### config.mk
export PLATFORM = sky130hd
export DESIGN_NAME = clk_src_ctl
export DESIGN_NICKNAME = d
export VERILOG_FILES = /design/src/rtl/clk_src_pkg.sv /design/src/rtl/clk_src_ctrl.sv /design/src/rtl/clk_src_dp.sv /design/src/rtl/clk_src_ctl.sv
export SDC_FILE = /design/constraint.sdc
export NUM_CORES = 1
export LEC_CHECK = 0
export BUFFER_PORTS_ARGS = -buffer_cell sky130_fd_sc_hd__clkbuf_2
export CELL_PAD_IN_SITES_DETAIL_PLACEMENT = 2
export CELL_PAD_IN_SITES_GLOBAL_PLACEMENT = 2
export CORE_MARGIN = 3
export CORE_UTILIZATION = 33
export DETAILED_ROUTE_END_ITERATION = 7
export PLACE_DENSITY_LB_ADDON = 0.1
export SLEW_MARGIN = 30
export SYNTH_ARGS = -nofsm -noshare
export SYNTH_HDL_FRONTEND = slang
export SYNTH_HIERARCHICAL = 1
export SYNTH_SLANG_ARGS = --single-unit
### constraint.sdc
create_clock -name clk -period 2.5 [get_ports clk]
set_input_delay 0.125 -clock clk [delete_from_list [all_inputs] [get_ports clk]]
set_output_delay 0.125 -clock clk [all_outputs]
set_load 0.05 [all_outputs]
### src/rtl/clk_src_pkg.sv
package clk_src_pkg;

  localparam logic [1:0] SEL_PRI = 2'b00;
  localparam logic [1:0] SEL_SEC = 2'b01;

  // register bit positions
  localparam int IDLE_BIT = 2;
  localparam int PRI_BIT  = 3;
  localparam int INT_BIT  = 4;
  localparam int SEC_BIT  = 5;

  typedef struct packed {
    logic loadSel;
    logic loadIdle;
    logic switching;
    logic ostDone;
    logic goSleep;
    logic goIdle;
  } ctlStrobe_t;

  function automatic logic isInternal(input logic [1:0] sel);
    return sel[1];
  endfunction

endpackage

### src/rtl/clk_src_ctrl.sv
module clk_src_ctrl
  import clk_src_pkg::*;
#(
  parameter int OST_CYCLES    = 1024,
  parameter int SWITCH_CYCLES = 5
) (
  input  logic       clk,
  input  logic       rstN,
  input  logic       wrEn,
  input  logic [1:0] wrSel,
  input  logic [1:0] curSel,
  input  logic       curIdle,
  input  logic       priOscOn,
  input  logic       priTick,
  input  logic       secOscEn,
  input  logic       sleepReq,
  output ctlStrobe_t strobe
);

  localparam int OST_W = $clog2(OST_CYCLES + 1);
  localparam int SW_W  = $clog2(SWITCH_CYCLES + 1);
  localparam logic [OST_W-1:0] OST_LAST = OST_W'(OST_CYCLES);
  localparam logic [SW_W-1:0]  SW_LOAD  = SW_W'(SWITCH_CYCLES);

  logic [OST_W-1:0] ostCnt;
  logic [SW_W-1:0]  swCnt;
  logic             ostDone;
  logic             switchStart;
  logic             sleepBlocked;

  assign ostDone      = (ostCnt == OST_LAST);
  assign switchStart  = wrEn && (wrSel != curSel);
  assign sleepBlocked = (curSel == SEL_SEC) && !secOscEn;

  // start-up timer on the primary oscillator
  always_ff @(posedge clk or negedge rstN) begin
    if (!rstN) begin
      ostCnt <= '0;
    end else if (!priOscOn) begin
      ostCnt <= '0;
    end else if (priTick && !ostDone) begin
      ostCnt <= ostCnt + 1'b1;
    end
  end

  // switch interval counter, reloaded by every changing write
  always_ff @(posedge clk or negedge rstN) begin
    if (!rstN) begin
      swCnt <= '0;
    end else if (switchStart) begin
      swCnt <= SW_LOAD;
    end else if (swCnt != '0) begin
      swCnt <= swCnt - 1'b1;
    end
  end

  always_comb begin
    strobe.loadSel   = wrEn;
    strobe.loadIdle  = wrEn;
    strobe.switching = (swCnt != '0);
    strobe.ostDone   = ostDone;
    strobe.goSleep   = sleepReq && !curIdle && !sleepBlocked;
    strobe.goIdle    = sleepReq &&  curIdle && !sleepBlocked;
  end

endmodule

### src/rtl/clk_src_dp.sv
module clk_src_dp
  import clk_src_pkg::*;
(
  input  logic       clk,
  input  logic       rstN,
  input  ctlStrobe_t strobe,
  input  logic [2:0] wrLow,
  input  logic       rdEn,
  input  logic       intStable,
  input  logic       secOscEn,
  output logic [1:0] clkSel,
  output logic       idleEn,
  output logic       priRunQ,
  output logic       intRunQ,
  output logic       secRunQ,
  output logic       sleepPulse,
  output logic       idlePulse,
  output logic [7:0] rdData
);

  logic priCond;
  logic intCond;
  logic secCond;

  assign priCond = !strobe.switching && (clkSel == SEL_PRI) && strobe.ostDone;
  assign intCond = !strobe.switching && isInternal(clkSel) && intStable;
  assign secCond = !strobe.switching && (clkSel == SEL_SEC) && secOscEn;

  always_ff @(posedge clk or negedge rstN) begin
    if (!rstN) begin
      clkSel <= SEL_PRI;
      idleEn <= 1'b0;
    end else begin
      if (strobe.loadSel)  clkSel <= wrLow[1:0];
      if (strobe.loadIdle) idleEn <= wrLow[IDLE_BIT];
    end
  end

  always_ff @(posedge clk or negedge rstN) begin
    if (!rstN) begin
      priRunQ <= 1'b0;
      intRunQ <= 1'b0;
      secRunQ <= 1'b0;
    end else begin
      priRunQ <= priCond;
      intRunQ <= intCond;
      secRunQ <= secCond;
    end
  end

  always_ff @(posedge clk or negedge rstN) begin
    if (!rstN) begin
      sleepPulse <= 1'b0;
      idlePulse  <= 1'b0;
    end else begin
      sleepPulse <= strobe.goSleep;
      idlePulse  <= strobe.goIdle;
    end
  end

  always_comb begin
    rdData = '0;
    if (rdEn) begin
      rdData[1:0]      = clkSel;
      rdData[IDLE_BIT] = idleEn;
      rdData[PRI_BIT]  = priRunQ;
      rdData[INT_BIT]  = intRunQ;
      rdData[SEC_BIT]  = secRunQ;
    end
  end

endmodule

### src/rtl/clk_src_ctl.sv
module clk_src_ctl
  import clk_src_pkg::*;
#(
  parameter int OST_CYCLES    = 1024,
  parameter int SWITCH_CYCLES = 5
) (
  input  logic       clk,
  input  logic       rstN,
  input  logic       wrEn,
  input  logic [7:0] wrData,
  input  logic       rdEn,
  output logic [7:0] rdData,
  input  logic       priOscOn,
  input  logic       priTick,
  input  logic       intStable,
  input  logic       secOscEn,
  input  logic       sleepReq,
  output logic [1:0] srcSel,
  output logic       swBusy,
  output logic       priRun,
  output logic       intRun,
  output logic       secRun,
  output logic       enterSleep,
  output logic       enterIdle
);

  ctlStrobe_t strobe;
  logic [1:0] clkSel;
  logic       idleEn;
  logic       unusedWrBits;

  // bits 7:3 carry read-only or reserved fields and are dropped here
  assign unusedWrBits = |wrData[7:3];

  clk_src_ctrl #(
    .OST_CYCLES   (OST_CYCLES),
    .SWITCH_CYCLES(SWITCH_CYCLES)
  ) ctrl_i (
    .clk      (clk),
    .rstN     (rstN),
    .wrEn     (wrEn),
    .wrSel    (wrData[1:0]),
    .curSel   (clkSel),
    .curIdle  (idleEn),
    .priOscOn (priOscOn),
    .priTick  (priTick),
    .secOscEn (secOscEn),
    .sleepReq (sleepReq),
    .strobe   (strobe)
  );

  clk_src_dp dp_i (
    .clk       (clk),
    .rstN      (rstN),
    .strobe    (strobe),
    .wrLow     (wrData[2:0]),
    .rdEn      (rdEn),
    .intStable (intStable),
    .secOscEn  (secOscEn),
    .clkSel    (clkSel),
    .idleEn    (idleEn),
    .priRunQ   (priRun),
    .intRunQ   (intRun),
    .secRunQ   (secRun),
    .sleepPulse(enterSleep),
    .idlePulse (enterIdle),
    .rdData    (rdData)
  );

  assign srcSel = clkSel;
  assign swBusy = strobe.switching;

endmodule

* Word level (Yosys, flattened, before mapping) *
Index checks and enable logic that the tools add are counted.

storage, ports and cells
  input bits = 17
  register bits = 22
  logic and storage cells = 41

operators by class
  reductions and logical operators = 21
  equality and inequality tests = 4
  muxes and demuxes = 5
  add/sub/neg operators = 2

operators with widths
  operator               count
  $mux 11                2
  $logic_and 1x1->1      13
  $add 11x1->11 const B  1
  $eq 11x11->1 const B   1
  $mux 3                 2
  $mux 6                 1
  $logic_not 1->1        5
  $reduce_bool 3->1      1
  $sub 3x1->3 const B    1
  $eq 2x1->1 const B     1
  $logic_not 2->1        1
  $ne 2x1->1 const B     1
  $ne 2x2->1             1
  $reduce_bool 2->1      1

* Longest topological paths before layout *
  depth in word-level cells = 5
  gate-level depth with buffers = 6
  gate-level depth less buffers = 5

* Hierarchy *
The synthesis kept the hierarchy.

by module, submodules not included
  module        area an instance (um^2)  sequential area each (um^2)  cells an instance  instances
  clk_src_ctrl  862.1                    350.3                        94                 1
  clk_src_dp    326.6                    200.2                        23                 1

* Least setup slack after synthesis *
Ideal clock, no wire load.

  path kind = reg-to-reg
  from = register ctrl_i.swCnt[0]
  to = register dp_i.secRunQ
  setup slack = 1,001 ps
  buffers on the path = 0
  arrival = 1,377 ps
  library setup time = 122 ps
  stages on the path, launching flop included = 5
  period minus slack after synthesis = 1,499 ps
  cells stage by stage = dfrtp_1 > inv_1 > ha_1 > nand2b_1 > and4bb_2

between the ends
  cells in the longest elaborated chain, start to end = 4

RTL lines
  item                             RTL line            source
  from (decl)                      clk_src_ctrl.sv:26  logic [SW_W-1:0] swCnt;
  from (signal assigned)           clk_src_ctrl.sv:53  swCnt <= swCnt - 1'b1;
  $reduce_bool 3->1                clk_src_ctrl.sv:60  strobe.switching = (swCnt != '0);
  via swBusy                       clk_src_ctl.sv:19   output logic swBusy,
  $logic_not 1->1                  clk_src_dp.sv:27    assign secCond = !strobe.switching && (clkSel == SEL_SEC) && secOscEn;
  $logic_and 1x1->1 (2 in series)  clk_src_dp.sv:27
  via dp_i.secCond                 clk_src_dp.sv:23    logic secCond;
  to (signal assigned)             clk_src_dp.sv:47    secRunQ <= secCond;
  to (decl)                        clk_src_dp.sv:15    output logic secRunQ,

The timed path passes the listed nets, and every way through them passes these cells.
A chain may end at the register's enable or synchronous reset.

* Worst setup path after layout *
  from = register ctrl_i.swCnt[0]
  to = output swBusy

between the ends
  cells in the longest elaborated chain, start to end = 1

RTL lines
  item               RTL line
  $reduce_bool 3->1  clk_src_ctrl.sv:60
  to (decl)          clk_src_ctl.sv:19

No other way between the ends.

==> impl_metrics.py <==
metrics = {
    "timing": {
        "hold_viol": 0,
        "relSlewSlack": 0.615,
        "tns_ns": 0,
        "fin_crit_ns": 1.73,
        "worst_slew_pin_slew_ns": 0.578,
        "finClkSkew_ns": 0.0157,
        "rsz0062_at_grt": "false",
        "drv_slew": 0,
        "max_freq_mhz": 579,
        "finalWorstSetupSlack_ns": 0.772,
        "finalCritPeriodShare": 0.691,
        "setup_violations": 0,
    },
    "critical_path": {
        "crit_path_end_kind": "output pin",
        "arrival_ns": 1.60,
        "rr_startpoint": "ctrl_i/ostCnt[0]$_DFFE_PN0P_",
        "path_max_fanout": 7,
        "worstSetupPathType": "flop to output pin",
        "cp.required_ns": 2.38,
        "start_kind": "flop",
        "startpoint": "ctrl_i/swCnt[0]$_DFFE_PN0P_",
    },
    "global_route": {
        "grt_antenna_before_repair": 0,
        "grt_max_degree": 23,
        "grt_pass1_wl_um": 4860,
        "grt_pass1_vias": 1032,
        "overflow": 0,
        "track_usage": 0.147,
    },
    "clock_network": {
        "cts_buffer_depth": 2,
        "cts.clk_slew.worst_paths_ns": 0.14,
        "htree_num_levels": 1,
        "cts_root_buffer": "clkbuf_4",
        "clk_latency_ns": 0.32,
        "cts_buffers": 3,
        "cts_sinks": 22,
        "cts_tree": "built",
    },
    "synth": {
        "syn_area_um2": 1190,
        "asyncSetResetFlopFracSynth": 1.00,
        "ys_types": 29,
        "syn_inst": 117,
        "synth_edf_count": 0,
        "ys_ff_latch": 22,
        "ys.flop_type": "dfrtp_1",
        "ys_seq_area_frac": 0.463,
        "yosysWarnings": 6,
        "synth_area_per_cell_um2": 10.2,
    },
    "cells_and_area": {
        "nFillCells": 366,
        "antenna_cells": 0,
        "stdcell_count": 188,
        "layout-drive-gt1-share": 0.254,
        "postLayoutCellArea_um2": 1400,
        "syn2layout_area_growth_pct": 17.5,
        "multi_input_area_um2": 567,
        "nNetsFinal": 164,
        "seqCellArea_um2": 551,
    },
    "route": {
        "dr.first_iter.drc_count": 32,
        "avgViaCountPerCell": 5.01,
        "drt-wirelength-per-cell_um": 15.7,
        "routed_wl_um": 2950,
        "drtAntennaViolNets": 0,
        "route.detailed.drc": 0,
        "firstDrtPassIters": 2,
        "num_vias": 941,
    },
    "floorplanning": {
        "die_x_um": 66.0,
        "die-area_um2": 4360,
        "ioPinCount": 33,
        "rows": 21,
        "start_util": 0.351,
        "core_um2": 3390,
        "die_h_um": 66.0,
    },
    "place": {
        "numPortBuffers": 25,
        "placed_cell_area_um2": 1330,
        "dpl.cell_count": 183,
        "post-dp-hpwl_um": 2210,
        "place_ws_ns": 0.869,
        "gp_congestion": 0.760,
    },
    "power_and_ir_drop": {
        "ir_drop_uv": 277,
        "leakage_nw": 0.679,
        "power_w": 0.000943,
        "p_per_area_nw_per_um2": 675,
    },
    "min_path": {
        "hold_path.class": "input port to flop",
        "hold_path_startpoint": "sleepReq",
    },
    "outcome": {
        "status": "completed",
    },
    "run": {
        "max_cap_viol_count": 0,
    },
}
-- state kept, by name (all words and copies together) (netlist names) --
name and cells:
dp_i/clkSel 2, ctrl_i/swCnt 3, dp_i/secRunQ 1, dp_i/priRunQ 1, dp_i/sleepPulse 1, dp_i/intRunQ 1
dp_i/idlePulse 1, ctrl_i/ostCnt 11, dp_i/idleEn 1
-- cell usage after synthesis (3+ instances only) --
master	instances	area [um^2]
a21oi_1	4	20.0
ha_1	4	50.1
mux2_2	3	33.8
dfrtp_1	22	551
and2_1	6	37.5
o31ai_1	3	22.5
mux2i_1	6	60.1
nand2_1	13	48.8
nor4_1	3	18.8
inv_1	9	33.8
o21ai_0	3	15.0
nor2_1	6	22.5
xor2_1	4	35.0
nand2b_1	4	25.0
buf_4	5	37.5
nand4_1	4	25.0
-- per-stage QoR --
step | hold WS (ns) | utilization
finish | 0.0274 | 0.412
global route | 0.00999 | 0.412
CTS | 0.0127 | 0.412
detailed placement | 0.152 | 0.394
global placement | 0.155 | 0.394
floorplan | -0.171 | -
-- power breakdown --
| part | switching, W | internal, W | leakage [nW] |
|---|---|---|---|
| clock network | 0.000116 | 0.000162 | 0.0279 |
| registers | 0.0000319 | 0.000391 | 0.289 |
| logic | 0.000158 | 0.0000837 | 0.362 |
| total | 0.000306 | 0.000637 | 0.679 |
-- cells by family (layout without fill, tap and decap cells) --
group                    Yosys count  in the layout  synth area share
AND/OR/NAND/NOR                   48             48             0.245
flip-flops                        22             22             0.463
buffers and inverters             15             39            0.0632
AO/OA/AOI/OAI                     13             13            0.0674
multiplexers                       9              9            0.0789
XOR/XNOR                           5              5            0.0368
adder cells (fa/ha/maj)            4              4            0.0421
other                              1              2           0.00315
-- final cells by class --
type	count	share of cell area
clock buffers	3	0.0161
clock inverters	1	0.0215
inverters	9	0.0242
multi-input cells	81	0.406
flip-flops and latches	22	0.394
well taps	46	0.0412
repair buffers	26	0.0968
-- worst max-delay path: stages, from the launching register on --
cell,delay [ns]
dfrtp_1,0.40
inv_1,0.07
ha_1,0.21
nand2b_1,0.26
clkbuf_2,0.35
-- per-layer routing --
metal | up-vias | global-route usage | wire [um]
met2 | 8 | 0.267 | 1610
li1 | 449 | - | -
met1 | 482 | 0.176 | 1250
met5 | - | 0 | 0
met3 | 2 | 0.0255 | 62
met4 | 0 | 0.0457 | 14
-- path summary, 6_finish.rpt --
| kind | end | slack [ns] | depth (start not counted) |
|---|---|---|---|
| worst min register to register | dp_i/sleepPulse$_DFF_PN0_ | 0.48 | 1 |
| worst max register to register | ctrl_i/ostCnt[0]$_DFFE_PN0P_ | 0.83 | 5 |
| min in group asynchronous | dp_i/idlePulse$_DFF_PN0_ | 0.34 | 2 |
| worst min-delay path | dp_i/idlePulse$_DFF_PN0_ | 0.03 | 3 |
| worst max-delay path | swBusy | 0.77 | 4 |
| max in group asynchronous | ctrl_i/ostCnt[9]$_DFFE_PN0P_ | 1.76 | 2 |
-- layout by cell type (no fill, tap or decap), drive strengths merged --
cell and instances:
xnor2 1, or3 2, and3b 1, nor2 6, a21oi 4, and3 1
and4bb 2, dlygate4sd3 1, o31ai 3, nand2 13, nand4 5, ha 4
or4 2, nor4 3, o211a 1, clkbuf 28, conb 2, nand2b 4
mux2 3, bufinv 1, mux2i 6, a31oi 2, and2 6, dfrtp 22
nor4b 1, nand3 2, inv 9, o21ai 3, xor2 4
-- repair_timing --
action	CTS	global route
resized for setup	0	0
setup buffers	0	0
hold endpoints to repair	22	0
hold buffers	1	0
Power figures use the tool's default switching activity.
